### config.mk
export PLATFORM = sky130hd
export DESIGN_NAME = lcd_timing_gen
export DESIGN_NICKNAME = d
export VERILOG_FILES = /design/src/rtl/lcd_tg_pkg.sv /design/src/rtl/lcd_tg_shadow.sv /design/src/rtl/lcd_tg_prescale.sv /design/src/rtl/lcd_tg_scan.sv /design/src/rtl/lcd_tg_bias.sv /design/src/rtl/lcd_timing_gen.sv
export SDC_FILE = /design/constraint.sdc
export NUM_CORES = 1
export LEC_CHECK = 0
export ABC_AREA = 1
export BUFFER_PORTS_ARGS = -buffer_cell sky130_fd_sc_hd__buf_2
export CORE_ASPECT_RATIO = 1.2
export CORE_UTILIZATION = 35
export CTS_CLUSTER_SIZE = 24
export DETAILED_ROUTE_END_ITERATION = 12
export GPL_ROUTABILITY_DRIVEN = 0
export PLACE_DENSITY = 0.64
export SKIP_LAST_GASP = 1
export SLEW_MARGIN = 20
export SYNTH_ARGS = -nofsm -noshare
export SYNTH_HDL_FRONTEND = slang
export SYNTH_SLANG_ARGS = --single-unit
### constraint.sdc
create_clock -name clk -period 3.7 [get_ports clk]
set_input_delay 0.37 -clock clk [delete_from_list [all_inputs] [get_ports clk]]
set_output_delay 0.37 -clock clk [all_outputs]
set_load 0.01 [all_outputs]
### src/rtl/lcd_tg_pkg.sv
// Shared types for the passive LCD timing generator.
// Assumes: two-bit encoding of the panel interface kind is decoded downstream.
package lcd_tg_pkg;

    typedef enum logic [1:0] {
        XM_NARROW = 2'd0,
        XM_WIDE   = 2'd1,
        XM_SPLIT  = 2'd2
    } xfer_mode_e;

    // Maps the split and 8-bit selects to the interface kind; split wins.
    function automatic xfer_mode_e mode_of(input logic split, input logic wide8);
        if (split)
            return XM_SPLIT;
        else if (wide8)
            return XM_WIDE;
        else
            return XM_NARROW;
    endfunction

endpackage

### src/rtl/lcd_tg_shadow.sv
// Holds the configuration used by the timing engine.
// Copies the live inputs whenever load is high (engine stopped or frame end)
// and holds them otherwise, so mid-frame writes cannot tear a frame.
module lcd_tg_shadow #(
    parameter int DIV_W = 5,
    parameter int HC_W  = 9,
    parameter int LC_W  = 10,
    parameter int DF_W  = 8
) (
    input  logic             clk,
    input  logic             rst_n,
    input  logic             load,
    input  logic [DIV_W-1:0] in_div,
    input  logic [HC_W-1:0]  in_hc,
    input  logic [LC_W-1:0]  in_lc,
    input  logic [DF_W-1:0]  in_df,
    input  logic             in_split,
    input  logic             in_wide8,
    input  logic             in_inv,
    output logic [DIV_W-1:0] sh_div,
    output logic [HC_W-1:0]  sh_hc,
    output logic [LC_W-1:0]  sh_lc,
    output logic [DF_W-1:0]  sh_df,
    output logic             sh_split,
    output logic             sh_wide8,
    output logic             sh_inv
);

    // Capture the configuration on load, clear it in reset.
    always_ff @(posedge clk) begin
        if (!rst_n) begin
            sh_div   <= '0;
            sh_hc    <= '0;
            sh_lc    <= '0;
            sh_df    <= '0;
            sh_split <= 1'b0;
            sh_wide8 <= 1'b0;
            sh_inv   <= 1'b0;
        end else if (load) begin
            sh_div   <= in_div;
            sh_hc    <= in_hc;
            sh_lc    <= in_lc;
            sh_df    <= in_df;
            sh_split <= in_split;
            sh_wide8 <= in_wide8;
            sh_inv   <= in_inv;
        end
    end

endmodule

### src/rtl/lcd_tg_prescale.sv
// Divides the master clock into shift-clock beats of 2*(div+1) cycles.
// The first half of each beat has the phase low, the second half high.
// Assumes: div is stable while run is high except at beat boundaries.
module lcd_tg_prescale #(
    parameter int DIV_W = 5
) (
    input  logic             clk,
    input  logic             rst_n,
    input  logic             run,
    input  logic [DIV_W-1:0] div,
    output logic             phase,
    output logic             beat_start,
    output logic             beat_end
);

    logic [DIV_W-1:0] cnt;
    logic             half_done;

    // Detect the last cycle of the current half period.
    assign half_done = (cnt == div);

    // Count master cycles in each half and flip the phase at its end.
    always_ff @(posedge clk) begin
        if (!rst_n || !run) begin
            cnt   <= '0;
            phase <= 1'b0;
        end else if (half_done) begin
            cnt   <= '0;
            phase <= ~phase;
        end else begin
            cnt   <= cnt + DIV_W'(1);
        end
    end

    // Mark the first and the last master cycle of a beat.
    always_comb begin
        beat_start = run && !phase && (cnt == '0);
        beat_end   = run && phase && half_done;
    end

endmodule

### src/rtl/lcd_tg_scan.sv
// Counts beats within a line and lines within a frame.
// Beats 0..hc carry data, beat hc+1 is the line-pulse beat.
// Assumes: hc and lc only change on the cycle after frame_end or while stopped.
module lcd_tg_scan #(
    parameter int HC_W = 9,
    parameter int LC_W = 10
) (
    input  logic            clk,
    input  logic            rst_n,
    input  logic            run,
    input  logic            beat_end,
    input  logic [HC_W-1:0] hc,
    input  logic [LC_W-1:0] lc,
    output logic            in_lp_beat,
    output logic [LC_W-1:0] line_idx,
    output logic            line_end,
    output logic            frame_end
);

    localparam int HX_W = HC_W + 1;

    logic [HX_W-1:0] beat_idx;
    logic [HX_W-1:0] lp_pos;

    // Position of the line-pulse beat, one past the last data beat.
    assign lp_pos = {1'b0, hc} + HX_W'(1);

    // Decode the line-pulse beat and the line and frame boundaries.
    always_comb begin
        in_lp_beat = run && (beat_idx == lp_pos);
        line_end   = beat_end && in_lp_beat;
        frame_end  = line_end && (line_idx == lc);
    end

    // Advance the beat counter per beat and the line counter per line.
    always_ff @(posedge clk) begin
        if (!rst_n || !run) begin
            beat_idx <= '0;
            line_idx <= '0;
        end else if (line_end) begin
            beat_idx <= '0;
            line_idx <= frame_end ? '0 : line_idx + LC_W'(1);
        end else if (beat_end) begin
            beat_idx <= beat_idx + HX_W'(1);
        end
    end

endmodule

### src/rtl/lcd_tg_bias.sv
// Generates the AC-bias level: toggles after every (df+1) lines.
// Counts lines continuously, independent of frame boundaries.
module lcd_tg_bias #(
    parameter int DF_W = 8
) (
    input  logic            clk,
    input  logic            rst_n,
    input  logic            run,
    input  logic            line_end,
    input  logic [DF_W-1:0] df,
    output logic            bias
);

    logic [DF_W-1:0] lines;

    // Count finished lines and flip the bias level at the divisor.
    always_ff @(posedge clk) begin
        if (!rst_n || !run) begin
            lines <= '0;
            bias  <= 1'b0;
        end else if (line_end) begin
            if (lines == df) begin
                lines <= '0;
                bias  <= ~bias;
            end else begin
                lines <= lines + DF_W'(1);
            end
        end
    end

endmodule

### src/rtl/lcd_timing_gen.sv
// Passive LCD timing generator top level.
// Builds shift clock, line pulse, frame pulse, AC-bias and per-beat data
// requests from a captured configuration. Enable low clears all counters;
// display-on low gates only the panel strobes.
module lcd_timing_gen #(
    parameter int DIV_W = 5,
    parameter int HC_W  = 9,
    parameter int LC_W  = 10,
    parameter int DF_W  = 8
) (
    input  logic             clk,
    input  logic             rst_n,
    input  logic             cfg_enable,
    input  logic             cfg_disp_on,
    input  logic             cfg_invert,
    input  logic             cfg_split,
    input  logic             cfg_wide8,
    input  logic [DIV_W-1:0] cfg_clk_div,
    input  logic [HC_W-1:0]  cfg_hcount,
    input  logic [LC_W-1:0]  cfg_lcount,
    input  logic [DF_W-1:0]  cfg_df_div,
    output logic             lcd_shclk,
    output logic             lcd_line,
    output logic             lcd_frame,
    output logic             lcd_acbias,
    output logic             video_inv,
    output logic [1:0]       xfer_mode,
    output logic             pix_req,
    output logic [LC_W-1:0]  line_count
);

    import lcd_tg_pkg::*;

    logic [DIV_W-1:0] sh_div;
    logic [HC_W-1:0]  sh_hcount;
    logic [LC_W-1:0]  sh_lcount;
    logic [DF_W-1:0]  sh_df;
    logic             sh_split;
    logic             sh_wide8;
    logic             sh_inv;

    logic             phase;
    logic             beat_start;
    logic             beat_end;
    logic             in_lp_beat;
    logic [LC_W-1:0]  line_idx;
    logic             line_end;
    logic             frame_end;
    logic             bias;
    logic             shadow_load;
    logic             panel_on;

    // Capture configuration while stopped and at each frame end.
    assign shadow_load = !cfg_enable || frame_end;

    lcd_tg_shadow #(
        .DIV_W(DIV_W), .HC_W(HC_W), .LC_W(LC_W), .DF_W(DF_W)
    ) u_shadow (
        .clk      (clk),
        .rst_n    (rst_n),
        .load     (shadow_load),
        .in_div   (cfg_clk_div),
        .in_hc    (cfg_hcount),
        .in_lc    (cfg_lcount),
        .in_df    (cfg_df_div),
        .in_split (cfg_split),
        .in_wide8 (cfg_wide8),
        .in_inv   (cfg_invert),
        .sh_div   (sh_div),
        .sh_hc    (sh_hcount),
        .sh_lc    (sh_lcount),
        .sh_df    (sh_df),
        .sh_split (sh_split),
        .sh_wide8 (sh_wide8),
        .sh_inv   (sh_inv)
    );

    lcd_tg_prescale #(
        .DIV_W(DIV_W)
    ) u_prescale (
        .clk        (clk),
        .rst_n      (rst_n),
        .run        (cfg_enable),
        .div        (sh_div),
        .phase      (phase),
        .beat_start (beat_start),
        .beat_end   (beat_end)
    );

    lcd_tg_scan #(
        .HC_W(HC_W), .LC_W(LC_W)
    ) u_scan (
        .clk        (clk),
        .rst_n      (rst_n),
        .run        (cfg_enable),
        .beat_end   (beat_end),
        .hc         (sh_hcount),
        .lc         (sh_lcount),
        .in_lp_beat (in_lp_beat),
        .line_idx   (line_idx),
        .line_end   (line_end),
        .frame_end  (frame_end)
    );

    lcd_tg_bias #(
        .DF_W(DF_W)
    ) u_bias (
        .clk      (clk),
        .rst_n    (rst_n),
        .run      (cfg_enable),
        .line_end (line_end),
        .df       (sh_df),
        .bias     (bias)
    );

    // Gate the panel strobes with enable and display-on.
    always_comb begin
        panel_on   = cfg_enable && cfg_disp_on;
        lcd_shclk  = panel_on && phase;
        lcd_line   = panel_on && in_lp_beat;
        lcd_frame  = panel_on && (line_idx == '0);
        lcd_acbias = panel_on && bias;
        video_inv  = panel_on && sh_inv;
    end

    // Drive the formatter-side outputs from the running timing.
    always_comb begin
        pix_req    = cfg_enable && beat_start && !in_lp_beat;
        line_count = cfg_enable ? line_idx : '0;
        xfer_mode  = mode_of(sh_split, sh_wide8);
    end

endmodule

==> metrics.md <==
| Metric | Value |
|---|---|
| Number of diodes | `0` |
| Core ar. | `roughly 12000 µm²` |
| CP Cell Sequence | `ha_1, nand2_1, nor2_2, nand2_1, nand3_1, nand2_1, nor2_1, nand2_1, nor2_4, nand3_4, nand3_1, nor2_1` |
| Synth cell types | `30` |
| Setup WS post-layout | `roughly 1100 ps` |
| Number of DRC markers in iteration 0 | `between 200 and 250` |
| DP Area | `~4600 µm²` |
| Synthesized area per cell | `between 6 and 7 µm²` |
| Layout cells sized above 1 | `between 10% and 20%` |
| Max FO, Critical Path | `71` |
| Sequential element share of the synthesized area | `between 30% and 40%` |
| Row cnt | `43` |
| Worst vdd ir | `between 0.2 and 0.25 mV` |
| P_sw | `between 400 and 500 µW` |
| Synth top area cells | `dfxtp_1 33%, nand2_1 16%, inv_1 9.4%` |
| Status | `complete, no violations` |
| CP max stage cell | `nand3_4` |
| Most frequent CP cell | `nand2_1` |
| Largest net degree at the start of global routing | `between 70 and 80` |
| DPL Wire Length | `about 8000 µm` |
| Comb pwr share | `10.1%` |
| CP delay by family, top | `simple AND/OR/NAND/NOR gates` |
| H-tree depth | `3` |
| Fin Setup TNS | `0 ps` |
| Worst Clk Skew | `7.06 ps` |
| Slew Limit Fails | `0` |
| Pre-CTS setup slack | `1040 ps` |
| Max Clk Rate | `about 380 MHz` |
| Initial Utilization | `36.5%` |
| Post-CTS Setup Repair Bufs | `0` |
| Synth warn | `0` |
| Biggest area consumer among synthesized cells | `dfxtp_1` |
| Crit path largest cell delay | `roughly 570 ps` |
| Die W | `103 µm` |
| RSZ-0062 raised after global routing | `no` |
| Int Pwr | `1470 µW` |
| DRC viols | `0` |
| CP Launch Type | `register` |
| Arrival @ worst endpoint | `between 2000 and 3000 ps` |
| Final nets | `a little under 800` |
| Vias in the first global route | `about 3900` |
| GR Util All Layers | `between 10% and 20%` |
| Cells after synthesis | `between 600 and 700` |
| Die Footprint | `12700 µm²` |
| ANT nets after route | `0` |
| Final Hold Fails | `0` |
| Clock power share | `about half` |
| Pleak | `between 0.002 and 0.0025 µW` |
| Drt pass-1 iters | `5` |
| #FFs+latches synth | `70` |
| Critical Path Sink Type | `register` |
| HP Class | `in2reg` |
| Synth-to-Final Area Change | `15.5%` |
| WL final | `around 11000 µm` |
| WL/cell | `~12 µm` |
| CTS buffer count | `9` |
| Worst-Margin Slew | `between 700 and 800 ps` |
| Antenna violations before repair | `0` |
| First-pass GRT wire length | `between 15000 and 20000 µm` |
| Total global routing overflow | `0` |
| Flop pwr share | `around two fifths` |
| Die span in y | `~120 µm` |
| Sink Count | `70` |
| Io pins | `57` |
| Post-cts resize count | `0` |
| Final worst path period share | `a little over 70%` |
| Root buffer cell | `clkbuf_16` |
| Clock Pin Slew Worst Setup and Hold Paths | `about 60 ps` |
| CP bufs+invs | `0` |
| Maxcap violations | `0` |
| Max-Slew Margin vs Limit | `between 40% and 50%` |
| Worst path required time | `around 3900 ps` |
| Post-synth net total | `about 740` |
| Avg Vias per Cell | `roughly 4.7` |
| Max clock buf depth | `2` |
| Post-synth top area share | `between 30% and 40%` |
| CTS tree | `built` |
| Switch share | `between 20 and 30%` |
| Number of I/O port buffers | `56` |
| DR vias | `4227` |
| # setup viols final | `0` |
| Synth Cell Area | `roughly 4300 µm²` |
| Design area | `about 4900 µm²` |
| Post-layout min period | `2630 ps` |
| # hold bufs at CTS | `0` |
| Worst-Skew Late Latency | `between 300 and 400 ps` |
| Pwr per Cell Area | `roughly 400 nW/µm²` |
| Critical path type | `reg2reg` |
## tightest hold or removal path: cells and delay by family
family                 cells  cell delay [ps]
AND/OR/NAND/NOR            1               80
buffers and inverters      1               70
AO/OA/AOI/OAI              1               30
## power groups by stage
stage                     Combinational, µW  Clock [µW]  Sequential (µW)
after floorplan                         147           0              815
after global placement                  198           0              823
after detailed placement                198           0              823
after CTS                               199         973              806
after global routing                    228        1010              810
final                                   197         956              806
## metal layers
| metal | track usage [%] | share of wire [%] | up-vias |
|---|---|---|---|
| li1 | - | - | 2257 |
| met1 | 23.2 | 46 | 1870 |
| met2 | 32.0 | 48 | 83 |
| met3 | 3.11 | 4.5 | 17 |
| met4 | 9.07 | 2.1 | 0 |
| met5 | 0 | 0 | - |
## sequential cells by signal, summed over array words and instances, names as in the netlist
signal	cells
u_scan.beat_idx	10
u_shadow.sh_div	5
u_shadow.sh_hc	9
u_bias.lines	8
u_prescale.phase	1
u_prescale.cnt	5
u_scan.line_idx	10
u_shadow.sh_inv	1
u_shadow.sh_df	8
u_shadow.sh_wide8	1
u_shadow.sh_split	1
u_shadow.sh_lc	10
u_bias.bias	1
## synthesized netlist by cell type
master,count
nand2_1,187
xor2_1,14
nand4_1,18
o21bai_1,1
buf_4,4
ha_1,7
o22ai_1,7
nor3_1,6
nor2_1,83
nand3_2,2
dfxtp_1,70
nor2_4,1
o21ai_1,1
inv_1,107
nand3_1,71
xnor2_1,6
buf_1,8
nor3b_1,2
clkbuf_1,9
buf_6,4
or2_2,2
nor2_2,5
nor4_1,4
buf_2,3
clkbuf_2,1
o21ai_0,9
a22o_1,1
a21oi_1,58
nand3_4,1
or2_1,1
## cell usage in the layout (no fill, tap or decap)
master       n
clkbuf_16    9
o21bai_1     1
or2_1        1
nand3_2      2
xor2_1      14
xnor2_1      6
nor2_1      83
nor2_4       1
nor3b_1      2
nor2_2       5
nor4_1       4
bufinv_16    2
inv_6        1
inv_1      107
a21oi_1     58
ha_1         7
nand4_1     18
o21ai_0      9
buf_2       56
or2_2        2
buf_4        3
o22ai_1      7
nand3_1     71
nand3_4      1
clkinv_2     3
nor3_1       6
nand2_1    187
o21ai_1      1
dfxtp_1     70
clkbuf_8     1
a22o_1       1
## final timing paths
| kind | from | end | slack [ps] | cells after the start |
|---|---|---|---|---|
| setup / recovery | u_shadow.sh_hc[0] | u_scan.line_idx[4] | 1070 | 12 |
| hold / removal | cfg_split | u_shadow.sh_split | 240 | 3 |
| setup reg to reg | u_shadow.sh_hc[0] | u_scan.line_idx[4] | 1070 | 12 |
| hold reg to reg | u_scan.beat_idx[8] | u_scan.beat_idx[8] | 480 | 2 |
## cell families after synthesis
| group | synth area share [%] |
|---|---|
| adder cells (fa/ha/maj) | 2.05 |
| buffers and inverters | 13.1 |
| flip-flops | 32.8 |
| XOR/XNOR | 4.10 |
| AND/OR/NAND/NOR | 38.6 |
| AO/OA/AOI/OAI | 9.36 |
## cell type report
class / instances / area (µm²)
fillers: 1325 / 6790
multi-input cells: 487 / 2310
flip-flops and latches: 70 / 1400
inverters: 107 / 402
repair buffers: 59 / 303
clock buffers: 10 / 239
well taps: 157 / 196
clock inverters: 6 / 83.8
## per-stage QoR
stage	total power [µW]	hold WS [ps]	std cells	util, %
after global placement	1020	469	880	39.4
after floorplan	962	451	693	-
final	1960	245	896	42.1
after detailed placement	1020	472	880	39.4
after CTS	1980	242	896	42.1
after global routing	2050	254	896	42.1
Power figures use the tool's default switching activity.
